**config.mk**
```make
export PLATFORM = sky130hd
export DESIGN_NAME = exc_entry_ctrl
export DESIGN_NICKNAME = d
export VERILOG_FILES = /design/src/rtl/exc_entry_pkg.sv /design/src/rtl/exc_entry_seq.sv /design/src/rtl/exc_entry_vec.sv /design/src/rtl/exc_entry_regs.sv /design/src/rtl/exc_entry_ctrl.sv
export SDC_FILE = /design/constraint.sdc
export NUM_CORES = 1
export LEC_CHECK = 0
export BUFFER_PORTS_ARGS = -buffer_cell sky130_fd_sc_hd__clkbuf_2
export CAP_MARGIN = 20
export CORE_ASPECT_RATIO = 0.75
export CORE_UTILIZATION = 50
export DETAILED_ROUTE_END_ITERATION = 12
export PLACE_DENSITY = 0.95
export SLEW_MARGIN = 10
export SYNTH_ARGS = -nofsm -noshare
export SYNTH_HDL_FRONTEND = slang
export SYNTH_SLANG_ARGS = --single-unit
```
**constraint.sdc**
```tcl
create_clock -name clk -period 4.54 [get_ports clk]
set_input_delay 0.908 -clock clk [delete_from_list [all_inputs] [get_ports clk]]
set_output_delay 0.908 -clock clk [all_outputs]
set_load 0.005 [all_outputs]
```
**src/rtl/exc_entry_pkg.sv**
```systemverilog
package exc_entry_pkg;
  localparam int XLEN   = 32;
  localparam int CODE_W = 12;

  // status word bit positions
  localparam int SR_MD_BIT = 30;
  localparam int SR_RB_BIT = 29;
  localparam int SR_BL_BIT = 28;
  localparam int SR_IM_LO  = 4;
  localparam int SR_IM_W   = 4;

  localparam logic [XLEN-1:0] RESET_PC    = 32'hA000_0000;
  localparam logic [XLEN-1:0] OFF_TLB     = 32'h0000_0400;
  localparam logic [XLEN-1:0] OFF_GENERAL = 32'h0000_0100;
  localparam logic [CODE_W-1:0] CODE_POWER  = 12'h000;
  localparam logic [CODE_W-1:0] CODE_MANUAL = 12'h020;

  function automatic logic [XLEN-1:0] sr_reset_value();
    logic [XLEN-1:0] s;
    s = '0;
    s[SR_MD_BIT] = 1'b1;
    s[SR_RB_BIT] = 1'b1;
    s[SR_BL_BIT] = 1'b1;
    s[SR_IM_LO +: SR_IM_W] = '1;
    return s;
  endfunction

  function automatic logic [CODE_W-1:0] reset_code(input logic bus_req);
    return bus_req ? CODE_POWER : CODE_MANUAL;
  endfunction

  function automatic logic [XLEN-1:0] handler_addr(input logic [XLEN-1:0] base,
                                                   input logic tlb_miss);
    return base + (tlb_miss ? OFF_TLB : OFF_GENERAL);
  endfunction
endpackage

```
**src/rtl/exc_entry_seq.sv**
```systemverilog
module exc_entry_seq (
  input  logic clk,
  input  logic rst_n,
  input  logic exc_req_i,
  input  logic branch_valid_i,
  output logic rel_pulse_o,
  output logic exc_take_o
);
  logic pend_q;

  // a reset branch is pending from every reset-low edge until the release edge
  always_ff @(posedge clk) begin
    if (!rst_n) pend_q <= 1'b1;
    else        pend_q <= 1'b0;
  end

  assign rel_pulse_o = rst_n && pend_q;
  assign exc_take_o  = rst_n && !pend_q && exc_req_i && !branch_valid_i;

  // the release cycle and a pulse cycle never accept a request
  a_r8_no_take_on_release: assert property (@(posedge clk) disable iff (!rst_n)
    rel_pulse_o |-> !exc_take_o);
endmodule

```
**src/rtl/exc_entry_vec.sv**
```systemverilog
module exc_entry_vec
  import exc_entry_pkg::*;
(
  input  logic [XLEN-1:0] vbr_i,
  input  logic            tlb_miss_i,
  output logic [XLEN-1:0] handler_o
);
  assign handler_o = handler_addr(vbr_i, tlb_miss_i);
endmodule

```
**src/rtl/exc_entry_regs.sv**
```systemverilog
module exc_entry_regs
  import exc_entry_pkg::*;
(
  input  logic              clk,
  input  logic              rst_n,
  input  logic              bus_req_i,
  input  logic              rel_pulse_i,
  input  logic              exc_take_i,
  input  logic [CODE_W-1:0] exc_code_i,
  input  logic [XLEN-1:0]   handler_i,
  input  logic              vbr_ld_i,
  input  logic [XLEN-1:0]   vbr_val_i,
  output logic [XLEN-1:0]   vbr_o,
  output logic [XLEN-1:0]   sr_o,
  output logic [XLEN-1:0]   expevt_o,
  output logic [XLEN-1:0]   pc_o,
  output logic              branch_valid_o
);
  localparam int PAD_W = XLEN - CODE_W;

  always_ff @(posedge clk) begin
    if (!rst_n) begin
      vbr_o          <= '0;
      sr_o           <= sr_reset_value();
      expevt_o       <= {{PAD_W{1'b0}}, reset_code(bus_req_i)};
      pc_o           <= RESET_PC;
      branch_valid_o <= 1'b0;
    end else begin
      branch_valid_o <= rel_pulse_i || exc_take_i;
      if (vbr_ld_i) vbr_o <= vbr_val_i;
      if (rel_pulse_i) begin
        pc_o <= RESET_PC;
      end else if (exc_take_i) begin
        pc_o            <= handler_i;
        expevt_o        <= {{PAD_W{1'b0}}, exc_code_i};
        sr_o[SR_RB_BIT] <= 1'b1;
      end
    end
  end
endmodule

```
**src/rtl/exc_entry_ctrl.sv**
```systemverilog
module exc_entry_ctrl
  import exc_entry_pkg::*;
(
  input  logic              clk,
  input  logic              rst_n,
  input  logic              bus_req_i,
  input  logic              exc_req_i,
  input  logic              exc_tlb_miss_i,
  input  logic [CODE_W-1:0] exc_code_i,
  input  logic              vbr_ld_i,
  input  logic [XLEN-1:0]   vbr_val_i,
  output logic [XLEN-1:0]   vbr_o,
  output logic [XLEN-1:0]   sr_o,
  output logic [XLEN-1:0]   expevt_o,
  output logic [XLEN-1:0]   pc_o,
  output logic              branch_valid_o
);
  logic            rel_pulse;
  logic            exc_take;
  logic [XLEN-1:0] handler;

  exc_entry_seq u_seq (
    .clk(clk), .rst_n(rst_n), .exc_req_i(exc_req_i),
    .branch_valid_i(branch_valid_o),
    .rel_pulse_o(rel_pulse), .exc_take_o(exc_take)
  );

  exc_entry_vec u_vec (
    .vbr_i(vbr_o), .tlb_miss_i(exc_tlb_miss_i), .handler_o(handler)
  );

  exc_entry_regs u_regs (
    .clk(clk), .rst_n(rst_n), .bus_req_i(bus_req_i),
    .rel_pulse_i(rel_pulse), .exc_take_i(exc_take),
    .exc_code_i(exc_code_i), .handler_i(handler),
    .vbr_ld_i(vbr_ld_i), .vbr_val_i(vbr_val_i),
    .vbr_o(vbr_o), .sr_o(sr_o), .expevt_o(expevt_o), .pc_o(pc_o),
    .branch_valid_o(branch_valid_o)
  );

  // a reset-low edge leaves the reset values
  a_r3_reset_state: assert property (@(posedge clk)
    !rst_n |=> (pc_o == RESET_PC && vbr_o == '0 && !branch_valid_o
                && sr_o == 32'h7000_00F0));

  // the release edge produces the reset branch
  a_r4_release_branch: assert property (@(posedge clk) disable iff (!rst_n)
    rel_pulse |=> (branch_valid_o && pc_o == RESET_PC));

  // an accepted request sets the bank bit and raises the branch
  a_r5_rb_set: assert property (@(posedge clk) disable iff (!rst_n)
    exc_take |=> (branch_valid_o && sr_o[SR_RB_BIT]
                  && expevt_o == {20'h0, $past(exc_code_i)}));

  // TLB-miss handler offset
  a_r6_tlb_offset: assert property (@(posedge clk) disable iff (!rst_n)
    (exc_take && exc_tlb_miss_i) |=> (pc_o == $past(vbr_o) + 32'h400));

  // general handler offset
  a_r7_gen_offset: assert property (@(posedge clk) disable iff (!rst_n)
    (exc_take && !exc_tlb_miss_i) |=> (pc_o == $past(vbr_o) + 32'h100));

  // a request during a pulse leaves the event register alone
  a_r8_ignore_busy: assert property (@(posedge clk) disable iff (!rst_n)
    (exc_req_i && branch_valid_o) |=> ($stable(expevt_o) && $stable(pc_o)));

  // vector base load
  a_r9_vbr_load: assert property (@(posedge clk) disable iff (!rst_n)
    vbr_ld_i |=> (vbr_o == $past(vbr_val_i)));

  // single-cycle branch pulse
  a_r10_pulse_once: assert property (@(posedge clk) disable iff (!rst_n)
    branch_valid_o |=> !branch_valid_o);
endmodule

```
==> metrics.csv, run 1 <==
metric,value,unit
status,completed,
worst-margin pin slew,1.114,ns
dpl hpwl,5929,um
CTS tree,done,
RSZ-0062 raised after global routing,no,
final net count,552,
Ant. Diodes,0,
initial antenna violation count,0,
cell area after layout,4287,um2
most frequent cells in the layout,"126 x clkbuf_2, 66 x dfxtp_1, 52 x conb_1, 48 x nor2_1, 33 x nand2_1",
#FFs+latches synth,78,
Global Route Usage Sum,20.46,%
Min-Delay Path Class,reg -> reg,
startpoint types,input pin,
"Top FF cell, synth",dfxtp_1,
Mapped Area,3632,um2
routed length per instance,13.37,um
Fmax achieved,0.4342,GHz
CTS Sinks,78,
post-synth top area share,36.38,%
Crit path required time,4.80,ns
"non-filler cells, final",602,
largest net degree at the start of global routing,55,
Pleak,0.002029,uW
Yosys warning total,0,
Worst EP arrival,2.57,ns
endpoint class of the critical path,flop,
kind of critical path,in -> reg,
via count,2866,
cell area power density,345.6,nW/um2
Initial Util,52.42,%
clk slew on worst S/H paths,0.07,ns
Final setup viols,0,
Netlist cell types,33,
ys async rst share,0,%
Die X,100.4,um
ANT nets after route,0,
GPL Wtd Cong,0.8654,
sequential fraction of the synthesis area,46.30,%
total wire length,8046,um
maximum vdd drop,168.3,uV
DR pass1 iterations,4,
root buf cell,clkbuf_8,
CP max stage cell,nor2_1,
Die ar.,7613,um2
# rows,26,
global-route wire length before repair,11870,um
"Avg Cell Area, Syn",9.337,um2
post-cts repair resize count,0,
drt drc,0,
"Remaining Overflow, GRT",0,
max-slew violations,0,
Clock Skews,0.007245,ns
Slew headroom,25.72,%
Worst Path Max Fanout,35,
Final Hold Viols,0,
Final Cycle Share,50.73,%
Core ar.,6929,um2
area delta synth->final,18.02,%
io pins,179,
Setup TNS Final,0,ns
placed cells,585,
Vias/cell,4.761,
share of layout cells above drive strength 1,29.56,%
Synth area leaders,"dfxtp_1 36%, buf_4 12%, edfxtp_1 9.9%",
Max-Cap Viols,0,
Synth Instances,389,
worst-path cell chain,"clkbuf_2, inv_2, nor2_1, o21ai_0, a21oi_1",
worst-skew pair later-pin latency,0.34,ns
Post-CTS Setup Inserts,0,
"EDFF count, synth",12,
Bufs on Longest Clock Path,2,
Synth area leader,dfxtp_1,
CTS buffer count,9,
vias in the first global route,2515,
Port Buffers,126,
Initial DRC Count,78,
"most common cell after layout, fill and taps aside",clkbuf_2,
CTS HTree Levels,3,
die height,75.82,um
placement-stage cell area,4059,um2
clock period minus worst slack,2.303,ns
max incr delay on CP,0.70,ns
CTS Hold Buffers Added,0,
## flip-flops by register name (all words and copies together), names as in the netlist
signal	count
u_regs.pc_o	32
u_regs.vbr_o	32
u_regs.expevt_o	12
u_regs.branch_valid_o	1
u_seq.pend_q	1
## final timing paths
path,start,to,slack [ns],depth (start not counted)
setup / recovery,rst_n,u_regs.pc_o[19]$_SDFFE_PP0P_,2.24,5
hold / removal,u_regs.pc_o[5]$_SDFFE_PP0P_,u_regs.pc_o[5]$_SDFFE_PP0P_,0.46,2
setup reg to reg,u_regs.branch_valid_o$_SDFF_PN0_,u_regs.expevt_o[1]$_SDFFCE_PN0P_,2.48,2
hold reg to reg,u_regs.pc_o[5]$_SDFFE_PP0P_,u_regs.pc_o[5]$_SDFFE_PP0P_,0.46,2
## cells in the mapped netlist, types with 2 or more instances
master and instances:
o21ai_0 15, dfxtp_1 66, nand3_1 9, nor2_1 48
nor3_4 2, and2_1 12, nand2b_1 2, nand4_1 4
nand2_1 33, ha_1 3, buf_4 60, buf_2 3
a21oi_1 25, mux2i_1 32, and3_1 3, edfxtp_1 12
clkbuf_1 14, nor3_1 6, a211oi_1 7, conb_1 2
xor2_1 11, xnor2_1 9
## worst max-delay path: cells and delay by family
kind	cells	cell delay (ns)
simple gates	1	0.70
buf+inv	2	0.52
compound gates	2	0.42
## where the power goes
group | total (uW) | internal, uW | switching [uW]
combinational | 166 | 74.7 | 91.7
sequential | 771 | 738 | 33.2
clock | 544 | 310 | 235
total | 1480 | 1120 | 360
## cell families after synthesis
family	count (synthesis)	share of synthesized area (%)
AND/OR/NAND/NOR	124	16.40
buffers and inverters	80	14.57
flip-flops	78	46.30
AO/OA/AOI/OAI	50	7.854
multiplexers	32	8.819
XOR/XNOR	20	4.823
adder cells (fa/ha/maj)	3	1.034
other	2	0.2068
## layout make-up
class | instances | area [um2]
clock inverters | 4 | 72.57
clock buffers | 12 | 135.1
repair buffers | 127 | 650.6
well taps | 98 | 122.6
fillers | 618 | 2643
inverters | 2 | 7.507
multi-input cells | 281 | 1617
flip-flops and latches | 78 | 1682
## stage by stage
| stage | hold slack, ns | utilization [%] | setup WS (ns) | total power, uW |
|---|---|---|---|---|
| global route | 0.4944 | 61.86 | 2.007 | 1544 |
| CTS | 0.4628 | 61.57 | 2.231 | 1489 |
| floorplan | 0.4445 | - | 2.012 | 909.2 |
| global placement | 0.4439 | 58.58 | 1.978 | 942.3 |
| finish | 0.4580 | 61.86 | 2.237 | 1481 |
| detailed placement | 0.4518 | 58.58 | 1.867 | 949.6 |
## layer usage
layer / up-vias / track usage [%] / wire [um]
li1: 1413 / - / -
met1: 1320 / 25.54 / 3479
met2: 125 / 33.94 / 3904
met3: 8 / 6.789 / 596
met4: 0 / 6.763 / 65
met5: - / 0 / 0
Note: power is estimated with default switching activity, not from simulation.
==> run 2, diff against run 1 <==
--- a/config.mk
+++ b/config.mk
@@ -8,9 +8,9 @@
 export BUFFER_PORTS_ARGS = -buffer_cell sky130_fd_sc_hd__clkbuf_2
 export CAP_MARGIN = 20
 export CORE_ASPECT_RATIO = 0.75
-export CORE_UTILIZATION = 50
+export CORE_UTILIZATION = 46
 export DETAILED_ROUTE_END_ITERATION = 12
-export PLACE_DENSITY = 0.95
+export PLACE_DENSITY = 0.91
 export SLEW_MARGIN = 10
 export SYNTH_ARGS = -nofsm -noshare
 export SYNTH_HDL_FRONTEND = slang
==> constraint.sdc (replaced) <==
create_clock -name clk -period 2.2 [get_ports clk]
set_input_delay 0.44 -clock clk [delete_from_list [all_inputs] [get_ports clk]]
set_output_delay 0.44 -clock clk [all_outputs]
set_load 0.005 [all_outputs]
==> metrics.csv, run 2 (synthesized netlist as in run 1, its figures left out) <==
metric,value,unit,change
status,completed,,
Worst Path Max Fanout,6,,-83%
Hold WS,0.3370,ns,-0.1210 ns
placement-stage cell area,4135,um2,+1.9%
Clock Skews,0.006755,ns,-0.0004900 ns
fillcell total,684,,+11%
clk slew on worst S/H paths,0.07,ns,about the same
largest net degree at the start of global routing,55,,unchanged
via count,2926,,+2.1%
internal power,2202,uW,+96%
root buf cell,clkbuf_8,,
Setup TNS Final,0,ns,unchanged
DR pass1 iterations,4,,unchanged
cell area after layout,4309,um2,+0.53%
Comb power frac,12.1,%,+0.9 points
total wire length,8455,um,+5.1%
Port Buffers,126,,unchanged
Die X,104.6,um,+4.2%
Seq. cell area,1682,um2,unchanged
GPL Wtd Cong,0.8121,,-6.2%
worst-skew pair later-pin latency,0.34,ns,about the same
Final setup viols,0,,unchanged
maximum vdd drop,273.5,uV,+63%
Seq pwr share,54.2,%,+2.2 points
Pleak,0.002049,uW,+0.97%
Slew headroom,60.75,%,+35 points
Post-CTS Setup Inserts,0,,unchanged
routed length per instance,13.84,um,+3.5%
area delta synth->final,18.64,%,
"most common cell after layout, fill and taps aside",clkbuf_2,,
Initial DRC Count,138,,+77%
Max-Cap Viols,0,,unchanged
Switching Fraction,24.93,%,+0.65 points
placed cells,596,,+1.9%
Worst EP arrival,2.14,ns,-0.43 ns
Vias/cell,4.789,,+0.59%
P_sw,731.2,uW,+100%
CTS Hold Buffers Added,0,,unchanged
global-route wire length before repair,13250,um,+12%
drt drc,0,,unchanged
vias in the first global route,2666,,+6.0%
ANT nets after route,0,,unchanged
Clk pwr share,33.7,%,-3.0 points
Core ar.,7500,um2,+8.2%
WHS Path Cells,3,,+1
startpoint types,flop,,
footprint of the multi-input gates,1617,um2,unchanged
CTS HTree Levels,3,,unchanged
Final Hold Viols,0,,unchanged
CTS buffer count,9,,unchanged
Min-Delay Path Class,in -> reg,,
Bufs on Longest Clock Path,2,,unchanged
die height,78.96,um,+4.1%
Largest regs,"u_regs.pc_o: 32 flops, u_regs.vbr_o: 32 flops, u_regs.expevt_o: 12 flops",,
io pins,179,,unchanged
clock period minus worst slack,1.883,ns,
post-cts repair resize count,0,,unchanged
final net count,559,,+1.3%
endpoint class of the critical path,flop,,
worst-margin pin slew,0.5887,ns,-0.5255 ns
most frequent cells in the layout,"126 x clkbuf_2, 66 x dfxtp_1, 52 x conb_1, 48 x nor2_1, 33 x nand2_1",,
Global Route Usage Sum,20.56,%,+0.10 points
Ant. Diodes,0,,unchanged
"Remaining Overflow, GRT",0,,unchanged
dpl hpwl,6403,um,+8.0%
"non-filler cells, final",611,,+1.5%
share of layout cells above drive strength 1,30.20,%,+0.63 points
cell area power density,680.7,nW/um2,+97%
RSZ-0062 raised after global routing,no,,
max-slew violations,0,,unchanged
Die ar.,8259,um2,+8.5%
kind of critical path,reg -> reg,,
Final Cycle Share,85.58,%,
# rows,27,,+3.8%
Fmax achieved,0.5311,GHz,
Initial Util,48.43,%,-4.0 points
pre-CTS setup slack,0.1422,ns,-1.725 ns
initial antenna violation count,0,,unchanged
reg2reg path depth,7,,+5
Final Worst Setup Slack,0.3173,ns,-1.920 ns
Crit path required time,2.46,ns,-2.34 ns
CTS Sinks,78,,unchanged
CTS tree,done,,
[run 2: cell count changes in the layout (fill, tap and decap cells not counted), sizes merged]
cell | previous run | this run
clkbuf | 138 | 139
bufinv | 2 | 1
clkinvlp | 1 | 0
buf | 1 | 8
[run 2: final timing paths]
check	from	endpoint	slack (ns)
max	u_regs.vbr_o[8]$_SDFFE_PN0P_	u_regs.pc_o[24]$_SDFFE_PP0P_	0.32
max reg2reg	u_regs.vbr_o[8]$_SDFFE_PN0P_	u_regs.pc_o[24]$_SDFFE_PP0P_	0.32
min	vbr_val_i[9]	u_regs.vbr_o[9]$_SDFFE_PN0P_	0.34
min reg2reg	u_regs.pc_o[11]$_SDFFE_PP0P_	u_regs.pc_o[11]$_SDFFE_PP0P_	0.46
[run 2: layout make-up]
type                       instances  share of cell area [%]
sequential                        78                   39.02
clock buffer                      13                   3.223
multi-input combinational        281                   37.51
inverter                           2                  0.1742
clock inverter                     2                  0.8130
timing repair buffer             134                   16.32
tap                              101                   2.933
[run 2: worst max-delay path, cell delays in order, from the launching register on]
cell,delay (ns)
dfxtp_1,0.39
ha_1,0.21
ha_1,0.22
a21oi_1,0.14
nor3_4,0.33
nand4_1,0.16
xor2_1,0.18
a21oi_1,0.18
[run 2: metrics by stage]
stage                     total power, uW  util (%)
after floorplan                      1876         -
after global placement               1958     55.14
after detailed placement             1977     55.14
after CTS                            2964     57.46
after global routing                 3083     57.46
final                                2933     57.46
[run 2: power groups by stage]
stage	Combinational, uW	Clock, uW	Sequential, uW
2_1_floorplan	264	0	1610
3_3_place_gp	339	0	1620
3_5_place_dp	353	0	1620
4_1_cts	354	1020	1590
5_1_grt	396	1090	1600
6_report	354	989	1590
[run 2: metal layers]
layer	up-vias	track usage, %	wire, um
li1	1432	-	-
met4	0	6.761	112
met2	147	33.05	4019
met5	-	0	0
met3	11	5.337	586
met1	1336	27.10	3736
==> run 3, diff against run 2 <==
--- a/config.mk
+++ b/config.mk
@@ -5,12 +5,12 @@
 export SDC_FILE = /design/constraint.sdc
 export NUM_CORES = 1
 export LEC_CHECK = 0
-export BUFFER_PORTS_ARGS = -buffer_cell sky130_fd_sc_hd__clkbuf_2
+export BUFFER_PORTS_ARGS = -buffer_cell sky130_fd_sc_hd__buf_2
 export CAP_MARGIN = 20
 export CORE_ASPECT_RATIO = 0.75
-export CORE_UTILIZATION = 46
+export CORE_UTILIZATION = 50
 export DETAILED_ROUTE_END_ITERATION = 12
-export PLACE_DENSITY = 0.91
+export PLACE_DENSITY = 0.95
 export SLEW_MARGIN = 10
 export SYNTH_ARGS = -nofsm -noshare
 export SYNTH_HDL_FRONTEND = slang
==> constraint.sdc (replaced) <==
create_clock -name clk -period 2.4 [get_ports clk]
set_input_delay 0.48 -clock clk [delete_from_list [all_inputs] [get_ports clk]]
set_output_delay 0.48 -clock clk [all_outputs]
set_load 0.005 [all_outputs]
==> metrics.csv, run 3 (synthesized netlist as in run 1, its figures left out) <==
metric,value,unit,change
status,completed,,
Setup TNS Final,0,ns,unchanged
Hold WS,0.3761,ns,+0.03915 ns
Buffers & Inverters on Critical Path,0,,unchanged
via count,2916,,-0.34%
Die X,100.4,um,-4.0%
Bufs on Longest Clock Path,2,,unchanged
clk slew on worst S/H paths,0.08,ns,about the same
RR Endpoint,u_regs.pc_o[19]$_SDFFE_PP0P_,,
area delta synth->final,18.70,%,about the same
dpl hpwl,6221,um,-2.8%
# rows,26,,-3.7%
Die ar.,7613,um2,-7.8%
vias in the first global route,2541,,-4.7%
routed length per instance,13.88,um,+0.31%
Reg-to-Reg Start,u_regs.vbr_o[10]$_SDFFE_PN0P_,,
cell area power density,640.0,nW/um2,-6.0%
"Remaining Overflow, GRT",0,,unchanged
Worst EP arrival,2.10,ns,-0.04 ns
worst-margin pin slew,0.8930,ns,+0.3043 ns
Pleak,0.002082,uW,+1.6%
fin util,62.22,%,+4.8 points
io pins,179,,unchanged
Initial DRC Count,109,,-21%
Ant. Diodes,0,,unchanged
ANT nets after route,0,,unchanged
CP max stage cell,a31oi_2,,
largest net degree at the start of global routing,55,,unchanged
max incr delay on CP,0.45,ns,+0.06 ns
maximum vdd drop,326.7,uV,+19%
kind of critical path,reg -> reg,,
Final setup viols,0,,unchanged
Final Worst Setup Slack,0.4984,ns,+0.1811 ns
Initial Util,52.42,%,+4.0 points
Final Cycle Share,79.23,%,-6.3 points
Hold Crit Endpoint,u_regs.vbr_o[22]$_SDFFE_PN0P_,,
beginning of the worst hold path,vbr_val_i[22],,
Vias/cell,4.812,,+0.48%
CP startpoint,u_regs.vbr_o[10]$_SDFFE_PN0P_,,
initial antenna violation count,0,,unchanged
root buf cell,clkbuf_8,,
CTS tree,done,,
final net count,556,,-0.54%
CTS HTree Levels,3,,unchanged
clock period minus worst slack,1.902,ns,+0.01889 ns
crit-path leading delay family,compound AO/OA/AOI/OAI gates,,
Global Route Usage Sum,21.79,%,+1.2 points
Final Hold Viols,0,,unchanged
global-route wire length before repair,12530,um,-5.4%
Max-Cap Viols,0,,unchanged
pre-CTS setup slack,0.2812,ns,+0.1391 ns
drt drc,0,,unchanged
Port Buffers,126,,unchanged
post-cts repair resize count,0,,unchanged
RSZ-0062 raised after global routing,no,,
most frequent cells in the layout,"126 x buf_2, 66 x dfxtp_1, 52 x conb_1, 48 x nor2_1, 33 x nand2_1",,
Worst Path Max Fanout,6,,unchanged
DR pass1 iterations,4,,unchanged
CTS Sinks,78,,unchanged
reg2reg path depth,6,,-1
worst-skew pair later-pin latency,0.34,ns,about the same
share of layout cells above drive strength 1,30.51,%,+0.32 points
Reg2Reg Setup Slack,0.50,ns,+0.18 ns
Clock Skews,0.007671,ns,+0.0009165 ns
GPL Wtd Cong,0.8136,,+0.18%
Largest regs,"u_regs.pc_o: 32 flops, u_regs.vbr_o: 32 flops, u_regs.expevt_o: 12 flops",,
CTS Hold Buffers Added,0,,unchanged
startpoint types,flop,,
Slew headroom,40.46,%,-20 points
CTS buffer count,9,,unchanged
Core ar.,6929,um2,-7.6%
worst-path cell chain,"ha_1, a31oi_2, nor3_4, and3_1, xnor2_1, a21oi_1",,
die height,75.82,um,-4.0%
Min-Delay Path Class,in -> reg,,
"most common cell after layout, fill and taps aside",buf_2,,
fillcell total,603,,-12%
total wire length,8412,um,-0.51%
WHS Path Cells,3,,unchanged
Fmax achieved,0.5259,GHz,-0.99%
Post-CTS Setup Inserts,0,,unchanged
max-slew violations,0,,unchanged
Tot Pwr,2759,uW,-5.9%
endpoint class of the critical path,flop,,
Crit path required time,2.60,ns,+0.14 ns
==> run 3: cell count changes in the layout (fill, tap and decap cells not counted) <==
cell	before	now
buf_4	7	4
buf_2	0	126
clkbuf_2	126	1
clkbuf_1	4	1
clkinvlp_4	0	1
clkbuf_8	9	11
==> run 3: worst max-delay path by stage <==
stage,cells after the start,slack (ns),to
6_report,6,0.50,u_regs.pc_o[19]$_SDFFE_PP0P_
5_1_grt,6,0.42,u_regs.pc_o[23]$_SDFFE_PP0P_
4_1_cts,6,0.52,u_regs.pc_o[19]$_SDFFE_PP0P_
3_5_place_dp,7,0.28,u_regs.pc_o[19]$_SDFFE_PP0P_
3_3_place_gp,7,0.40,u_regs.pc_o[19]$_SDFFE_PP0P_
2_1_floorplan,3,0.30,u_regs.expevt_o[0]$_SDFFCE_PN0P_
==> run 3: power by group <==
group,leakage [uW],switching (uW),internal (uW)
registers,0.000665,61.5,1390
clock network,0.000103,442,541
logic,0.00131,177,144
==> run 3: worst reg2reg max path: stages, from the launching register on <==
cell and delay, ns:
dfxtp_1 0.41, ha_1 0.32, a31oi_2 0.45, nor3_4 0.12, and3_1 0.22, xnor2_1 0.16, a21oi_1 0.09
==> run 3: layout make-up <==
| cell class | instances | area, um2 | share of cell area, % |
|---|---|---|---|
| Clock inverter | 3 | 42.54 | 0.9867 |
| Timing Repair Buffer | 131 | 680.7 | 15.79 |
| Sequential cell | 78 | 1682 | 39.00 |
| Multi-Input combinational cell | 281 | 1617 | 37.49 |
| Clock buffer | 13 | 160.2 | 3.714 |
| Tap cell | 98 | 122.6 | 2.844 |
| Inverter | 2 | 7.507 | 0.1741 |
==> run 3: through the flow <==
step	cell area, um2	cells
global placement	4109	590
CTS	4312	606
finish	4312	606
detailed placement	4109	590
floorplan	3820	439
global route	4312	606
==> run 3: per-layer routing <==
metal	vias up	track usage, %	share of wire, %	wire length [um]
met5	-	0	0	0
met4	0	6.602	0.94	79
met3	8	5.963	5.8	492
met2	118	38.43	50	4231
met1	1374	26.48	43	3609
li1	1416	-	-	-
